<file path="src/rtl/bcd_tally_pkg.sv">
package bcd_tally_pkg;
    typedef enum logic [1:0] {
        ST_RUN   = 2'd0,
        ST_ALARM = 2'd1,
        ST_LOCK  = 2'd2
    } tally_st_e;

    localparam logic [3:0] ADD_DIGIT   = 4'd9;
    localparam logic [3:0] CLEAR_DIGIT = 4'd0;
    localparam logic [3:0] ERR_NIBBLE  = 4'hE;
endpackage

</file>
<file path="src/rtl/bcd_add.sv">
module bcd_add #(
    parameter int DIGITS = 2
) (
    input  logic [4*DIGITS-1:0] a_i,
    input  logic [3:0]          b_i,
    output logic [4*DIGITS-1:0] sum_o,
    output logic                ovf_o
);
    logic [DIGITS:0] carry;

    assign carry[0] = 1'b0;

    for (genvar g = 0; g < DIGITS; g++) begin : g_digit
        logic [4:0] raw;
        logic       adj;
        logic [4:0] addend;
        assign addend = (g == 0) ? {1'b0, b_i} : 5'd0;
        assign raw    = {1'b0, a_i[4*g +: 4]} + addend + {4'd0, carry[g]};
        // decimal adjust when the digit passes nine (covers binary carry too)
        assign adj    = raw > 5'd9;
        assign sum_o[4*g +: 4] = adj ? (raw[3:0] + 4'd6) : raw[3:0];
        assign carry[g+1] = adj;
    end

    assign ovf_o = carry[DIGITS];
endmodule

</file>
<file path="src/rtl/alarm_gen.sv">
module alarm_gen #(
    parameter int HALF    = 16,
    parameter int PERIODS = 255
) (
    input  logic clk,
    input  logic rst_n,
    input  logic start_i,
    output logic alarm_o,
    output logic done_o
);
    localparam int CW = (HALF > 1) ? $clog2(HALF) : 1;
    localparam int PW = (PERIODS > 1) ? $clog2(PERIODS) : 1;
    localparam logic [CW-1:0] HALF_LAST = CW'(HALF - 1);
    localparam logic [PW-1:0] PER_LAST  = PW'(PERIODS - 1);

    typedef struct packed {
        logic          active;
        logic          phase;
        logic [CW-1:0] half_cnt;
        logic [PW-1:0] per_cnt;
    } alarm_t;

    alarm_t al_d, al_q;
    logic   done_d;

    always_comb begin
        al_d   = al_q;
        done_d = 1'b0;
        if (start_i) begin
            al_d.active   = 1'b1;
            al_d.phase    = 1'b1;
            al_d.half_cnt = '0;
            al_d.per_cnt  = '0;
        end else if (al_q.active) begin
            if (al_q.half_cnt == HALF_LAST) begin
                al_d.half_cnt = '0;
                al_d.phase    = ~al_q.phase;
                if (!al_q.phase) begin
                    if (al_q.per_cnt == PER_LAST) begin
                        done_d      = 1'b1;
                        al_d.active = 1'b0;
                        al_d.phase  = 1'b0;
                    end else begin
                        al_d.per_cnt = al_q.per_cnt + 1'b1;
                    end
                end
            end else begin
                al_d.half_cnt = al_q.half_cnt + 1'b1;
            end
        end
    end

    always_ff @(posedge clk or negedge rst_n) begin
        if (!rst_n) al_q <= '0;
        else        al_q <= al_d;
    end

    assign alarm_o = al_q.phase;
    assign done_o  = done_d;


    half_range_chk: assert property (@(posedge clk) disable iff (!rst_n)
        al_q.half_cnt <= HALF_LAST);


    phase_wrap_chk: assert property (@(posedge clk) disable iff (!rst_n)
        (!$stable(al_q.phase) && $past(al_q.active) && !$past(start_i))
            |-> ($past(al_q.half_cnt) == HALF_LAST));


    done_quiet_chk: assert property (@(posedge clk) disable iff (!rst_n)
        done_o |=> (!alarm_o && !al_q.active));
endmodule

</file>
<file path="src/rtl/bcd_tally_top.sv">
module bcd_tally_top #(
    parameter int DIGITS        = 2,
    parameter int ALARM_HALF    = 16,
    parameter int ALARM_PERIODS = 255
) (
    input  logic       clk,
    input  logic       rst_n,
    input  logic       cap_stb,
    input  logic [3:0] cap_val,
    output logic [7:0] total_o,
    output logic       err_o,
    output logic       alarm_o
);
    import bcd_tally_pkg::*;

    localparam int TW = 4 * DIGITS;
    localparam logic [TW-1:0] ERR_CODE = {DIGITS{ERR_NIBBLE}};

    typedef struct packed {
        tally_st_e     st;
        logic [TW-1:0] total;
    } tally_t;

    tally_t        tl_d, tl_q;
    logic [TW-1:0] add_sum;
    logic          add_ovf;
    logic          alarm_start;
    logic          alarm_done;

    bcd_add #(.DIGITS(DIGITS)) u_add (
        .a_i   (tl_q.total),
        .b_i   (ADD_DIGIT),
        .sum_o (add_sum),
        .ovf_o (add_ovf)
    );

    alarm_gen #(.HALF(ALARM_HALF), .PERIODS(ALARM_PERIODS)) u_alarm (
        .clk     (clk),
        .rst_n   (rst_n),
        .start_i (alarm_start),
        .alarm_o (alarm_o),
        .done_o  (alarm_done)
    );

    always_comb begin
        tl_d        = tl_q;
        alarm_start = 1'b0;
        unique case (tl_q.st)
            ST_RUN: begin
                if (cap_stb) begin
                    if (cap_val == ADD_DIGIT) begin
                        if (add_ovf) begin
                            tl_d.st     = ST_ALARM;
                            alarm_start = 1'b1;
                        end else begin
                            tl_d.total = add_sum;
                        end
                    end else if (cap_val == CLEAR_DIGIT) begin
                        tl_d.total = '0;
                    end
                end
            end
            ST_ALARM: begin
                if (alarm_done) begin
                    tl_d.st    = ST_LOCK;
                    tl_d.total = '0;
                end
            end
            ST_LOCK: begin
            end
            default: tl_d.st = ST_RUN;
        endcase
    end

    always_ff @(posedge clk or negedge rst_n) begin
        if (!rst_n) tl_q <= '{st: ST_RUN, total: '0};
        else        tl_q <= tl_d;
    end

    assign total_o = 8'((tl_q.st == ST_ALARM) ? ERR_CODE : tl_q.total);
    assign err_o   = (tl_q.st != ST_RUN);


    bcd_digits_chk: assert property (@(posedge clk) disable iff (!rst_n)
        (tl_q.total[3:0] <= 4'd9) && (tl_q.total[TW-1 -: 4] <= 4'd9));


    idle_hold_chk: assert property (@(posedge clk) disable iff (!rst_n)
        (!cap_stb && tl_q.st == ST_RUN) |=> $stable(total_o));


    clear_chk: assert property (@(posedge clk) disable iff (!rst_n)
        (cap_stb && cap_val == CLEAR_DIGIT && tl_q.st == ST_RUN) |=> (total_o == 8'h00));


    alarm_needs_err_chk: assert property (@(posedge clk) disable iff (!rst_n)
        alarm_o |-> err_o);


    lock_sticky_chk: assert property (@(posedge clk) disable iff (!rst_n)
        (tl_q.st == ST_LOCK) |=> (tl_q.st == ST_LOCK && total_o == 8'h00 && err_o));
endmodule

</file>
<file path="config.mk">
export PLATFORM = sky130hd
export DESIGN_NAME = bcd_tally_top
export DESIGN_NICKNAME = d
export VERILOG_FILES = /design/src/rtl/bcd_tally_pkg.sv /design/src/rtl/bcd_add.sv /design/src/rtl/alarm_gen.sv /design/src/rtl/bcd_tally_top.sv
export SDC_FILE = /design/constraint.sdc
export NUM_CORES = 1
export LEC_CHECK = 0
export BUFFER_PORTS_ARGS = -buffer_cell sky130_fd_sc_hd__buf_4
export CORE_UTILIZATION = 45
export CTS_BUF_LIST = sky130_fd_sc_hd__clkbuf_16
export DETAILED_ROUTE_END_ITERATION = 12
export PLACE_DENSITY = 0.65
export SLEW_MARGIN = 20
export SYNTH_ARGS = -nofsm -noshare
export SYNTH_HDL_FRONTEND = slang
export SYNTH_SLANG_ARGS = --single-unit
</file>
<file path="constraint.sdc">
create_clock -name clk -period 3.2 [get_ports clk]
set_clock_uncertainty 0.2 [all_clocks]
set_input_delay 0.64 -clock clk [delete_from_list [all_inputs] [get_ports clk]]
set_output_delay 0.64 -clock clk [all_outputs]
set_load 0.005 [all_outputs]
</file>
; After elaboration in Yosys (flattened, before gate mapping)
; Cells that the tools add are included.
[word_totals]
regBits = 24
input_bits = 7
output_inout_bits = 10
wordCells = 67
[classes]
n_addsub = 5
order_cmp = 2
eq_ne = 13
n_mux = 29
bitwise_logic = 2
reduce_logical = 10
[op_table]
columns = op, count
row1 = $mux W8, 7
row2 = $mux W14, 2
row3 = $mux W10, 2
row4 = $pmux W8 S2, 1
row5 = $ne A2 B2 Y1 const B, 6
row6 = $gt A5 B4 Y1 const B, 2
row7 = $mux W2, 5
row8 = $reduce_and A5 Y1, 2
row9 = $mux W1, 9
row10 = $add A8 B1 Y8 const B, 1
row11 = $eq A4 B4 Y1 const B, 2
row12 = $eq A8 B8 Y1 const B, 1
row13 = $mux W4, 2
row14 = $reduce_bool A2 Y1, 4
row15 = $ne A3 B3 Y1 const B, 2
row16 = $pmux W2 S3, 1
row17 = $add A4 B1 Y5, 1
row18 = $add A4 B4 Y5 const B, 1
row19 = $add A4 B1 Y4 const B, 1
row20 = $add A4 B3 Y4 const B, 1
row21 = $logic_not A4 Y1, 1
row22 = $reduce_and A4 Y1, 1
row23 = $eq A2 B1 Y1 const B, 1
row24 = $eq A2 B2 Y1 const B, 1
row25 = 3 further kinds, 4

; Longest topological paths before layout
; Gate-level depths: netlist of the first run.
[depth]
depth_word = 11
mapped_depth = 16
ltp_nobuf = 14

; Cells and area by module
; Synthesis of the first run repeated with hierarchy kept, for this count alone.
[unflattened]
cells_unflattened = 184
hier_area_um2 = 1729.2
[modules_own_cells]
columns = module, n_inst, cells_each, area_per_inst_um2
row1 = alarm_gen, 1, 75, 758.2
row2 = bcd_tally_top, 1, 60, 579.3
row3 = bcd_add, 1, 49, 391.6

; Worst setup path before layout of the first run
; OpenSTA, ideal clock, no wires.
[synth_path]
path_kind = register -> register
from = register tl_q[0] (netlist name)
to = register u_alarm.al_q[0] (netlist name)
setup_time_ns = 0.132
arrival_time_ns = 3.087
slack_ns = -0.219
path_stages_with_launch = 17
synth_period_minus_slack_ns = 3.419
path_cell_list = dfrtp_1 > inv_1 > ha_1 > inv_1 > ha_1 > a2bb2oi_1 > o21a_1 > inv_1 > ha_1 > ha_1 > nand2b_1 > a31oi_1 > nor4_1 > and3_1 > clkbuf_1 > clkbuf_1 > nor2_1
[synth_between]
elab_chain_len = 10
elab_cells_between_ends = 14
cone_classes = add/sub: 2 / order compare: 2 / eq/ne: 2 / mux: 5 / reduce/logical: 3
[synth_lines]
columns = item, line
row1 = start: declaration, bcd_tally_top.sv:24  ; tally_t tl_d, tl_q;
row2 = start signal: assignment, bcd_tally_top.sv:76  ; if (!rst_n) tl_q <= '{st: ST_RUN, total: '0};
row3 = start signal: assignment, bcd_tally_top.sv:77  ; else tl_q <= tl_d;
row4 = $add A4 B4 Y5 (*), bcd_add.sv:18  ; assign raw = {1'b0, a_i[4*g +: 4]} + addend + {4'd0, carry[g]};
row5 = $gt A5 B4 Y1 (*), bcd_add.sv:20  ; assign adj = raw > 5'd9;
row6 = $add A4 B1 Y5 (*), bcd_add.sv:18
row7 = $gt A5 B4 Y1 (*), bcd_add.sv:20
row8 = $mux W1 (*), bcd_tally_top.sv:52  ; if (add_ovf) begin
row9 = $mux W1 (*), bcd_tally_top.sv:51  ; if (cap_val == ADD_DIGIT) begin
row10 = $mux W1 (*), bcd_tally_top.sv:50  ; if (cap_stb) begin
row11 = $mux W1 (*), bcd_tally_top.sv:48  ; unique case (tl_q.st)
row12 = $ne A2 B2 Y1 (no line) / $reduce_bool A2 Y1 (equally long branches), --
row13 = $reduce_and A4 Y1 (no line), --
row14 = end signal: assignment, alarm_gen.sv:55  ; else al_q <= al_d;
row15 = end: declaration, alarm_gen.sv:23  ; alarm_t al_d, al_q;
; Every way passes the cells marked *; elsewhere a longest branch is shown, timed or not.
; A chain may end at the register's enable or synchronous reset.

; Final worst setup path of the first run
[layout_path]
from = register tl_q[1] (netlist name)
to = register tl_q[3] (netlist name)
[layout_between]
elab_chain_len = 11
elab_cells_between_ends = 18
cone_classes = add/sub: 3 / order compare: 2 / eq/ne: 2 / mux: 10 / reduce/logical: 1
[layout_lines]
columns = item, line
row1 = $add A4 B4 Y5 (*), bcd_add.sv:18
row2 = $gt A5 B4 Y1, bcd_add.sv:20
row3 = $add A4 B1 Y5, bcd_add.sv:18
row4 = $gt A5 B4 Y1, bcd_add.sv:20
row5 = $mux W1, bcd_tally_top.sv:52
row6 = $mux W1, bcd_tally_top.sv:51
row7 = $mux W1, bcd_tally_top.sv:50
row8 = $mux W1, bcd_tally_top.sv:48
row9 = $mux W1, alarm_gen.sv:29  ; if (start_i) begin
row10 = $ne A2 B2 Y1 (no line), --
row11 = $reduce_and A5 Y1 (no line), --
; Every way passes the cells marked *; elsewhere a longest branch is shown, timed or not. The select of a mux whose other input is x is not followed.

==> summary.txt, run 1 <==
CTS sink count - 24
most frequent cells in the layout - 31 x buf_4, 24 x dfrtp_1, 19 x nor2_1, 15 x nand2_1
# diodes - 0
worst r2r dst - tl_q[3]$_DFFE_PN0P_
Final Max Slew Viols - 0
Worst R2R Path Depth - 14
Placement Cell Area - 1780 sq um
largest net degree at the start of global routing - 25
die height - 59.8 microns
post-route cell area - 2000 sq um
fin crit period - 3.11 ns
die area - 3570 sq um
clk root buf - clkbuf_16
Leak Pwr - 0.892 nW
Placement Setup Slack - -0.0836 ns
Tot GR Track Use - 21.2%
Int Pwr - 558 uW
worst-margin pin slew - 0.469 ns
WL per Instance - 14.4 microns
vias in the first global route - 1300
Synth async-reset ratio - 100%
Yosys Warn Count - 0
DP HPWL - 2440 microns
combinational power share - 2.3%
global-route wire length before repair - 5680 microns
initial antenna violation count - 0
maximum VDD drop - 269 uV
final core occ - 64.6%
Die Wd - 59.8 microns
status - finished, final reports clean
final setup fails - 0
WP data arrival - 3.05 ns
Seq/Total Area, Yosys - 40.0%
Final Wtd Congestion - 0.832
Routed WL - 3440 microns
H-tree levels - 1
EDFF count, synth - 0
Top FF cell, synth - dfrtp_1
CP max FO - 7
Syn Inst Count - 165
via count - 1298
Reg clk slew, reported paths - 0.06 ns
Layout Cells excl Fill - 239
fin crit share - 97.2%
crit path capture type - register
Mapped Area - 1500 sq um
commonest non-fill, non-tap cell in the layout - buf_4
area of the multi-input gates - 977 sq um
clock buffer depth - 2
Starting Density - 48.4%
core area - 3100 sq um
CTS tree - done
reg-to-reg startpoint - tl_q[1]$_DFFE_PN0P_
Detail Route Antenna Nets - 0
type of the worst min-delay path - in -> async
startpoint types - register
Reg2Reg Setup Slack - 0.09 ns
drt via density - 5.43
Data required, critical path - 3.14 ns
Clock Power Share - 52.9%
Final Hold Viols - 0
Setup CP Type - reg -> reg
Slew headroom - 68.7%
Synth-to-Final Area Change - 33.4%
setup ws final - 0.0892 ns
part of the power in registers - 44.8%
DRC errors left - 0
gr ovfl total - 0
number of DRC markers in iteration 0 - 65
Yosys top cell area share - 40.0%
Net Count, Synth - 180
switching power total - 118 uW
Synth area leader - dfrtp_1
#FFs+latches synth - 24
main area contributors after synthesis - dfrtp_1 40%, ha_1 6.7%, nor2_1 5.0%
fillers - 265
fmax - 0.321 GHz
Netlist cell types - 45
placement row count - 20
Cell Pwr Density - 338 nW/um^2
final net count - 211
Sw Share - 17.5%
Syn Area/Cell - 9.11 sq um
max cap viols - 0
Num CTS Buffers - 3
clock latency on the worst-skew pair - 0.26 ns
fraction of layout cells with a size suffix above 1 - 32.3%
FF+latch area - 601 sq um
Placed Cells incl. Taps - 233
io pins - 17
IO Port Bufs - 16
Hold Buf Count CTS - 0
DRT Pass-1 Iters - 4
==> registers in the layout, indices dropped and copies added (netlist names) <==
| name | flops |
|---|---|
| tl_q | 10 |
| u_alarm.al_q | 13 |
| u_alarm.alarm_o | 1 |
==> kinds of logic after synthesis <==
group	synth area share (%)
AOI/OAI and AO/OA	17.6
adders and majority gates	6.66
xor gates and xnor gates	6.99
DFF	40.0
buffers and inverters	3.58
muxes	1.42
and+or+nand+nor	23.8
==> Yosys cell counts (all sizes together), types with 3 or more instances <==
master  count
o21ai       7
nand2      15
dfrtp      24
nor3        7
xnor2       8
a21oi       3
nand4       4
nand3       8
inv         9
xor2        4
and3        3
nor2       20
a211oi      4
ha          8
clkbuf      4
nand2b      6
==> power by group through the flow <==
| stage | Combinational, mW | Clock, mW | Sequential [mW] |
|---|---|---|---|
| 2_1_floorplan | 0.00246 | 0 | 0.309 |
| 3_3_place_gp | 0.0152 | 0 | 0.309 |
| 3_5_place_dp | 0.0157 | 0 | 0.309 |
| 4_1_cts | 0.0158 | 0.365 | 0.303 |
| 5_1_grt | 0.0179 | 0.378 | 0.303 |
| 6_report | 0.0155 | 0.358 | 0.303 |
==> routing by layer <==
metal / GRT usage (%) / share of wire [%] / wire length (microns) / up-vias
li1: - / - / - / 642
met2: 39.5 / 54 / 1840 / 26
met4: 4.32 / 0.38 / 13 / 0
met5: 0 / 0 / 0 / -
met3: 4.33 / 3.4 / 118 / 2
met1: 24.9 / 43 / 1460 / 628
==> critical path, cell delays in order (launching register included) <==
cell and delay (ns):
dfrtp_1 0.40, inv_2 0.07, ha_4 0.27, inv_1 0.05
ha_2 0.18, a2bb2oi_2 0.12, o21a_1 0.19, inv_2 0.06
ha_4 0.17, ha_4 0.27, nand2b_4 0.13, a31oi_4 0.10
nor3_4 0.37, nor3_4 0.10, a221o_1 0.31
==> worst max-delay path by stage <==
stage / from / to / cells after the start / slack (ns)
2_1_floorplan: tl_q[0]$_DFFE_PN0P_ / tl_q[3]$_DFFE_PN0P_ / 14 / 0.003
4_1_cts: tl_q[1]$_DFFE_PN0P_ / tl_q[3]$_DFFE_PN0P_ / 14 / 0.0005
5_1_grt: tl_q[1]$_DFFE_PN0P_ / tl_q[3]$_DFFE_PN0P_ / 14 / -0.02
3_3_place_gp: tl_q[0]$_DFFE_PN0P_ / tl_q[3]$_DFFE_PN0P_ / 12 / 0.06
6_report: tl_q[1]$_DFFE_PN0P_ / tl_q[3]$_DFFE_PN0P_ / 14 / 0.09
3_5_place_dp: tl_q[0]$_DFFE_PN0P_ / tl_q[3]$_DFFE_PN0P_ / 12 / -0.08
==> final cells by class <==
type | instances | share of cell area, %
Inverter | 9 | 1.69
Multi-Input combinational cell | 127 | 48.8
Clock inverter | 1 | 1.50
Timing Repair Buffer | 31 | 11.6
Tap cell | 44 | 2.75
Sequential cell | 24 | 30.0
Clock buffer | 3 | 3.75
==> through the flow <==
step	total power, mW	TNS, ns	hold slack [ns]
2_1_floorplan	0.312	0	0.144
3_3_place_gp	0.324	0	0.298
3_5_place_dp	0.325	-0.148	0.305
4_1_cts	0.684	0	0.0792
5_1_grt	0.699	-0.0326	0.0880
6_report	0.677	0	0.0676
==> repair_timing <==
item | CTS | global route
endpoints found under the setup margin | 3 | 21
gates resized for setup | 8 | 10
buffers inserted | 1 | 1
pin swaps | 2 | 5
cloned | 0 | 0
No activity file was read; power rests on OpenSTA's default activity.
==> inputs of run 2 (changes only) <==
--- a/config.mk
+++ b/config.mk
@@ -5,11 +5,13 @@
 export SDC_FILE = /design/constraint.sdc
 export NUM_CORES = 1
 export LEC_CHECK = 0
+export ABC_AREA = 1
 export BUFFER_PORTS_ARGS = -buffer_cell sky130_fd_sc_hd__buf_4
 export CORE_UTILIZATION = 45
 export CTS_BUF_LIST = sky130_fd_sc_hd__clkbuf_16
 export DETAILED_ROUTE_END_ITERATION = 12
 export PLACE_DENSITY = 0.65
+export SKIP_LAST_GASP = 1
 export SLEW_MARGIN = 20
 export SYNTH_ARGS = -nofsm -noshare
 export SYNTH_HDL_FRONTEND = slang
==> run 2 against run 1 <==
Final area shrank 4.5%. First-iteration DRC count increased by 60%. Utilization shrank 4.4 points. Sequential share of layout area up 1.4 points. Sequential cell count is the same. Critical path depth is 4 higher. Largest cell class unchanged. Sequential power barely moved. Fmax up 4.8%.
==> summary.txt, run 2 <==
status - finished, final reports clean (unchanged)
main area contributors after synthesis - dfrtp_1 39%, nand2_1 14%, inv_1 7.2% (was dfrtp_1 40%, ha_1 6.7%, nor2_1 5.0%)
H-tree levels - 1 (unchanged)
Mapped Area - 1560 sq um (was 1500 sq um)
fin crit share - 92.7% (was 97.2%)
Data required, critical path - 3.14 ns (about the same)
Fin Hold WS - 0.0790 ns (was 0.0676 ns)
Synth-to-Final Area Change - 22.9% (was 33.4%)
Setup CP Type - reg -> reg (unchanged)
Synth async-reset ratio - 100% (unchanged)
global-route wire length before repair - 5550 microns (was 5680 microns)
DP HPWL - 2530 microns (was 2440 microns)
Reg clk slew, reported paths - 0.06 ns (about the same)
EDFF count, synth - 0 (unchanged)
Final Wtd Congestion - 0.828 (was 0.832)
RSZ-0062 raised after global routing - no
Final Hold Viols - 0 (unchanged)
Yosys top cell area share - 38.6% (was 40.0%)
Largest register FFs - 13 (unchanged)
most frequent cells in the layout - 56 x nand2_1, 28 x inv_1, 24 x dfrtp_1, 23 x buf_4, 18 x nand3_1 (was 31 x buf_4, 24 x dfrtp_1, 19 x nor2_1, 15 x nand2_1)
setup ws final - 0.233 ns (was 0.0892 ns)
Syn Inst Count - 209 (was 165)
Clock Power Share - 44.6% (was 52.9%)
via count - 1408 (was 1298)
combinational power share - 2.6% (was 2.3%)
Synth top cells by count - 57 x nand2_1, 30 x inv_1, 24 x dfrtp_1, 20 x nand3_1, 17 x nor2_1 (was 24 x dfrtp_1, 20 x nor2_1, 15 x nand2_1, 9 x inv_1)
fraction of layout cells with a size suffix above 1 - 23.1% (was 32.3%)
part of the power in registers - 52.7% (was 44.8%)
die height - 60.8 microns (was 59.8 microns)
Layout Cells excl Fill - 278 (was 239)
placement row count - 20 (unchanged)
Net Count, Synth - 224 (was 180)
core area - 3180 sq um (was 3100 sq um)
Final Max Slew Viols - 0 (unchanged)
Starting Density - 49.0% (was 48.4%)
gr ovfl total - 0 (unchanged)
clock buffer depth - 2 (unchanged)
# diodes - 0 (unchanged)
WP data arrival - 2.91 ns (was 3.05 ns)
commonest non-fill, non-tap cell in the layout - nand2_1 (was buf_4)
Top reg by flops - u_alarm.al_q (unchanged)
clk root buf - clkbuf_16 (unchanged)
io pins - 17 (unchanged)
CP max FO - 8 (was 7)
DRT Pass-1 Iters - 4 (unchanged)
overall power - 575 uW (was 677 uW)
Int Pwr - 474 uW (was 558 uW)
die area - 3700 sq um (was 3570 sq um)
startpoint types - register (unchanged)
Placement Setup Slack - -0.0584 ns (was -0.0836 ns)
Top FF cell, synth - dfrtp_1 (unchanged)
vias in the first global route - 1309 (was 1300)
Yosys Warn Count - 0 (unchanged)
crit path capture type - register (unchanged)
Slew headroom - 66.4% (was 68.7%)
CTS sink count - 24 (unchanged)
Cell Pwr Density - 301 nW/um^2 (was 338 nW/um^2)
Netlist cell types - 26 (was 45)
Syn Area/Cell - 7.45 sq um (was 9.11 sq um)
maximum VDD drop - 338 uV (was 269 uV)
max cap viols - 0 (unchanged)
fmax - 0.337 GHz (was 0.321 GHz)
IO Port Bufs - 16 (unchanged)
final setup fails - 0 (unchanged)
Seq/Total Area, Yosys - 38.6% (was 40.0%)
Num CTS Buffers - 3 (unchanged)
worst-margin pin slew - 0.502 ns (was 0.469 ns)
drt via density - 5.06 (was 5.43)
final net count - 251 (was 211)
Tot GR Track Use - 20.5% (was 21.2%)
type of the worst min-delay path - in -> async (unchanged)
initial antenna violation count - 0 (unchanged)
final core occ - 60.2% (was 64.6%)
switching power total - 101 uW (was 118 uW)
Routed WL - 3380 microns (was 3440 microns)
Placed Cells incl. Taps - 269 (was 233)
fin crit period - 2.97 ns (was 3.11 ns)
Detail Route Antenna Nets - 0 (unchanged)
largest net degree at the start of global routing - 25 (unchanged)
#FFs+latches synth - 24 (unchanged)
Leak Pwr - 0.938 nW (was 0.892 nW)
Synth area leader - dfrtp_1 (unchanged)
number of DRC markers in iteration 0 - 104 (was 65)
DRC errors left - 0 (unchanged)
Sw Share - 17.6% (was 17.5%)
CTS tree - done (unchanged)
WL per Instance - 12.2 microns (was 14.4 microns)
Die Wd - 60.8 microns (was 59.8 microns)
Hold Buf Count CTS - 0 (unchanged)
clock latency on the worst-skew pair - 0.25 ns (was 0.26 ns)
most common cell in the netlist - nand2_1 (was dfrtp_1)
## run 2: cell types whose count changed after synthesis, moves of 5 or more
cell,previous run,this run
nand2_2,0,5
inv_1,9,30
nand3_1,8,20
nand2_1,15,57
nand2b_1,6,0
o21ai_2,0,5
o21ai_0,7,12
## run 2: path summary, 6_finish.rpt
kind                            slack (ns)                start                          end  cells after the start
min in group clk                      0.32  tl_q[3]$_DFFE_PN0P_          tl_q[3]$_DFFE_PN0P_                      2
worst min register to register        0.32  tl_q[3]$_DFFE_PN0P_          tl_q[3]$_DFFE_PN0P_                      2
worst max-delay path                  0.23  tl_q[1]$_DFFE_PN0P_          tl_q[2]$_DFFE_PN0P_                     18
max in group asynchronous             2.48                rst_n  u_alarm.al_q[2]$_DFFE_PN0P_                      1
worst max register to register        0.23  tl_q[1]$_DFFE_PN0P_          tl_q[2]$_DFFE_PN0P_                     18
worst min-delay path                  0.08                rst_n  u_alarm.al_q[0]$_DFFE_PN0P_                      1
## run 2: power groups by stage
stage,registers [mW],logic (mW),clock network [mW]
floorplan,0.309,0.00256,0
global route,0.303,0.0172,0.276
global placement,0.309,0.0151,0
CTS,0.303,0.0156,0.264
detailed placement,0.309,0.0155,0
finish,0.304,0.0151,0.257
## run 2: kinds of logic (layout without fill, tap and decap cells)
kind of cell    after synthesis  count (layout)  synth area share [%]
xor+xnor                      7               7                  3.94
flops                        24              24                  38.6
simple gates                112             113                  32.6
compound gates               25              25                  9.96
fa+ha+maj                     8               8                  6.43
buf+inv                      33              57                  8.51
## run 2: timing repair
action	in CTS	in global routing
endpoints found under the setup margin	10	23
gates cloned	1	0
pin swaps	1	3
resized for setup	3	14
buffers inserted	0	5
## run 2: worst max-delay path, stage by stage (launching register included)
cell,delay [ns]
dfrtp_1,0.39
inv_1,0.09
ha_1,0.30
inv_2,0.06
ha_1,0.19
nand2_1,0.07
nand3_1,0.10
nand3_2,0.10
nand3_4,0.09
ha_4,0.19
ha_2,0.19
xnor2_2,0.17
nand2_1,0.06
nand2_1,0.07
nand2_2,0.09
a21oi_4,0.23
nand2_4,0.13
nand2_1,0.08
nand2_1,0.05
## run 2: metrics by stage
step,TNS (ns),instance area [sq um]
floorplan,0,1560
global placement,0,1730
detailed placement,-0.378,1730
CTS,-0.0714,1820
global route,0,1910
finish,0,1910
## run 2: cell type report
cell class,instances,area (sq um)
fill,295,1260
tap,44,55.1
multi-input combinational,153,895
inverter,31,116
timing repair buffer,23,173
clock buffer,3,75.1
sequential,24,601
## run 2: routing by layer
| layer | part of all wire [%] | GRT usage, % | vias up |
|---|---|---|---|
| met5 | 0 | 0 | - |
| met4 | 1.1 | 5.19 | 0 |
| met3 | 2.7 | 4.90 | 4 |
| met2 | 49 | 35.6 | 20 |
| met1 | 47 | 25.6 | 660 |
| li1 | - | - | 724 |
==> inputs of run 3 (changes only) <==
--- a/config.mk
+++ b/config.mk
@@ -10,7 +10,6 @@
 export CORE_UTILIZATION = 45
 export CTS_BUF_LIST = sky130_fd_sc_hd__clkbuf_16
 export DETAILED_ROUTE_END_ITERATION = 12
-export PLACE_DENSITY = 0.65
 export SKIP_LAST_GASP = 1
 export SLEW_MARGIN = 20
 export SYNTH_ARGS = -nofsm -noshare
==> constraint.sdc (replaced) <==
create_clock -name clk -period 3.1 [get_ports clk]
set_clock_uncertainty 0.2 [all_clocks]
set_input_delay 0.62 -clock clk [delete_from_list [all_inputs] [get_ports clk]]
set_output_delay 0.62 -clock clk [all_outputs]
set_load 0.005 [all_outputs]
==> run 3 against run 2 <==
Fmax grew 0.75%. Combinational power grew 5%. Sequential power grew 3%. Non-clock buffer count grew 3. Highest routed layer unchanged. Utilization grew 2.4 points. Global-route usage shrank 0.59 points. Total power grew 4.0%. Register-to-register slack lost 0.08 ns. Critical path depth is the same. Final area grew 3.9%. Via count grew 1.6%.
==> summary.txt, run 3 (synthesized netlist as in run 2, its figures left out) <==
type of the worst min-delay path - in -> async (unchanged)
Data required, critical path - 3.04 ns (was 3.14 ns)
CTS tree - done (unchanged)
fin crit period - 2.95 ns (was 2.97 ns)
CP max stage cell - dfrtp_1 (unchanged)
# diodes - 0 (unchanged)
Detail Route Antenna Nets - 0 (unchanged)
fraction of layout cells with a size suffix above 1 - 26.6% (was 23.1%)
clock buffer depth - 2 (unchanged)
post-route cell area - 1990 sq um (was 1910 sq um)
crit-path cells - inv_2, ha_4, inv_1, ha_1, nand2_1, nand3_1, nand3_2, nand3_4, ha_4, ha_4, xnor2_2, nand2_1, nand2_1, nand2_2, a21oi_4, nand2_4, nand2_1, o21ai_2 (was inv_1, ha_1, inv_2, ha_1, nand2_1, nand3_1, nand3_2, nand3_4, ha_4, ha_2, xnor2_2, nand2_1, nand2_1, nand2_2, a21oi_4, nand2_4, nand2_1, nand2_1)
DRT Pass-1 Iters - 4 (unchanged)
M1 GR Usage - 26.7% (was 25.6%)
placement row count - 20 (unchanged)
Placement Setup Slack - -0.0763 ns (was -0.0584 ns)
Routed WL - 3390 microns (was 3380 microns)
Largest register FFs - 13 (unchanged)
Leak Pwr - 0.956 nW (was 0.938 nW)
Reg clk slew, reported paths - 0.06 ns (about the same)
max cap viols - 0 (unchanged)
final setup fails - 0 (unchanged)
io pins - 17 (unchanged)
via count - 1431 (was 1408)
DRC errors left - 0 (unchanged)
most used routing layer - met2 (unchanged)
Final Max Slew Viols - 0 (unchanged)
Setup CP Type - reg -> reg (unchanged)
Placement Cell Area - 1780 sq um (was 1730 sq um)
Num CTS Buffers - 3 (unchanged)
Worst path max stage delay - 0.40 ns (was 0.39 ns)
worst-margin pin slew - 0.522 ns (was 0.502 ns)
Final Wtd Congestion - 0.772 (was 0.828)
largest net degree at the start of global routing - 25 (unchanged)
WP data arrival - 2.89 ns (was 2.91 ns)
most frequent cells in the layout - 53 x nand2_1, 27 x inv_1, 25 x buf_4, 24 x dfrtp_1, 18 x nand3_1 (was 56 x nand2_1, 28 x inv_1, 24 x dfrtp_1, 23 x buf_4, 18 x nand3_1)
met3 usage - 2.56% (was 4.90%)
clock latency on the worst-skew pair - 0.25 ns (about the same)
clk root buf - clkbuf_16 (unchanged)
H-tree levels - 1 (unchanged)
met2 usage - 33.4% (was 35.6%)
setup ws final - 0.155 ns (was 0.233 ns)
DP HPWL - 2460 microns (was 2530 microns)
CP top delay family - simple AND/OR/NAND/NOR gates (was adder cells)
Top cell by count, worst path - nand2_1 (unchanged)
part of the power in registers - 52.3% (was 52.7%)
crit path capture type - register (unchanged)
Die Wd - 60.8 microns (unchanged)
global-route wire length before repair - 5490 microns (was 5550 microns)
fin crit share - 95.0% (was 92.7%)
setup TNS - 0 ns (unchanged)
fmax - 0.340 GHz (was 0.337 GHz)
CTS sink count - 24 (unchanged)
WL per Instance - 12.1 microns (was 12.2 microns)
Sw Share - 18.1% (was 17.6%)
final core occ - 62.6% (was 60.2%)
Tot GR Track Use - 19.9% (was 20.5%)
maximum VDD drop - 184 uV (was 338 uV)
drt via density - 5.09 (was 5.06)
status - finished, final reports clean (unchanged)
Int Pwr - 490 uW (was 474 uW)
IO Port Bufs - 16 (unchanged)
Bufs and invs on worst path - 2 (unchanged)
Cell Pwr Density - 301 nW/um^2 (about the same)
startpoint types - register (unchanged)
Starting Density - 49.0% (unchanged)
combinational power share - 2.6% (about the same)
gr ovfl total - 0 (unchanged)
number of DRC markers in iteration 0 - 76 (was 104)
Synth-to-Final Area Change - 27.7% (was 22.9%)
core area - 3180 sq um (unchanged)
vias in the first global route - 1316 (was 1309)
Top reg by flops - u_alarm.al_q (unchanged)
Worst path depth - 18 (unchanged)
switching power total - 109 uW (was 101 uW)
Clock Power Share - 45.0% (was 44.6%)
die height - 60.8 microns (unchanged)
Hold Buf Count CTS - 0 (unchanged)
final net count - 254 (was 251)
initial antenna violation count - 0 (unchanged)
Slew headroom - 65.1% (was 66.4%)
overall power - 599 uW (was 575 uW)
CP max FO - 8 (unchanged)
die area - 3700 sq um (unchanged)
Final Hold Viols - 0 (unchanged)
Worst R2R Path Depth - 18 (unchanged)
commonest non-fill, non-tap cell in the layout - nand2_1 (unchanged)
run 3: changes by cell type in the layout (fill, tap and decap cells not counted), sizes merged:
cell / before / now
buf: 23 / 26
run 3: metrics by stage:
step,hold WS (ns),cells
after floorplan,0.124,209
after global placement,0.284,274
after detailed placement,0.279,274
after CTS,0.0669,277
after global routing,0.0776,281
final,0.0584,281
run 3: worst paths after layout:
path / end / slack, ns / from
max: tl_q[5]$_DFFE_PN0P_ / 0.15 / tl_q[0]$_DFFE_PN0P_
min: u_alarm.al_q[0]$_DFFE_PN0P_ / 0.06 / rst_n
max reg2reg: tl_q[5]$_DFFE_PN0P_ / 0.15 / tl_q[0]$_DFFE_PN0P_
min reg2reg: tl_q[3]$_DFFE_PN0P_ / 0.30 / tl_q[3]$_DFFE_PN0P_
max in group asynchronous: tl_q[5]$_DFFE_PN0P_ / 2.40 / rst_n
min in group clk: tl_q[3]$_DFFE_PN0P_ / 0.30 / tl_q[3]$_DFFE_PN0P_
run 3: power groups by stage:
stage          Sequential (mW)  Combinational (mW)  Clock, mW
2_1_floorplan            0.319             0.00264          0
3_3_place_gp             0.319              0.0158          0
3_5_place_dp             0.319              0.0161          0
4_1_cts                  0.313              0.0162      0.281
5_1_grt                  0.313              0.0180      0.292
6_report                 0.313              0.0158      0.270
run 3: cell type report:
class,count,area (sq um)
flip-flops and latches,24,601
fillers,288,1190
repair buffers,26,208
clock buffers,3,75.1
well taps,44,55.1
inverters,31,116
multi-input cells,153,935
run 3: what timing repair did:
item                                    in CTS  in global routing
cloned                                       0                  1
hold endpoints to repair                     0                  0
buffers inserted                             0                  3
endpoints found under the setup margin      11                 22
resized for setup                            3                 21
pin swaps                                    1                 10
run 3: layer usage:
metal	wire length, microns	vias to the layer above	share of wire (%)
met1	1630	670	48
li1	-	729	-
met2	1630	27	48
met4	25	0	0.74
met3	104	5	3.1
met5	0	-	0
run 3: worst register-to-register path, cell delays in order (launching register included):
cell	delay [ns]
dfrtp_1	0.40
inv_2	0.07
ha_4	0.26
inv_1	0.04
ha_1	0.18
nand2_1	0.06
nand3_1	0.09
nand3_2	0.12
nand3_4	0.11
ha_4	0.20
ha_4	0.17
xnor2_2	0.17
nand2_1	0.08
nand2_1	0.07
nand2_2	0.10
a21oi_4	0.24
nand2_4	0.13
nand2_1	0.10
o21ai_2	0.05
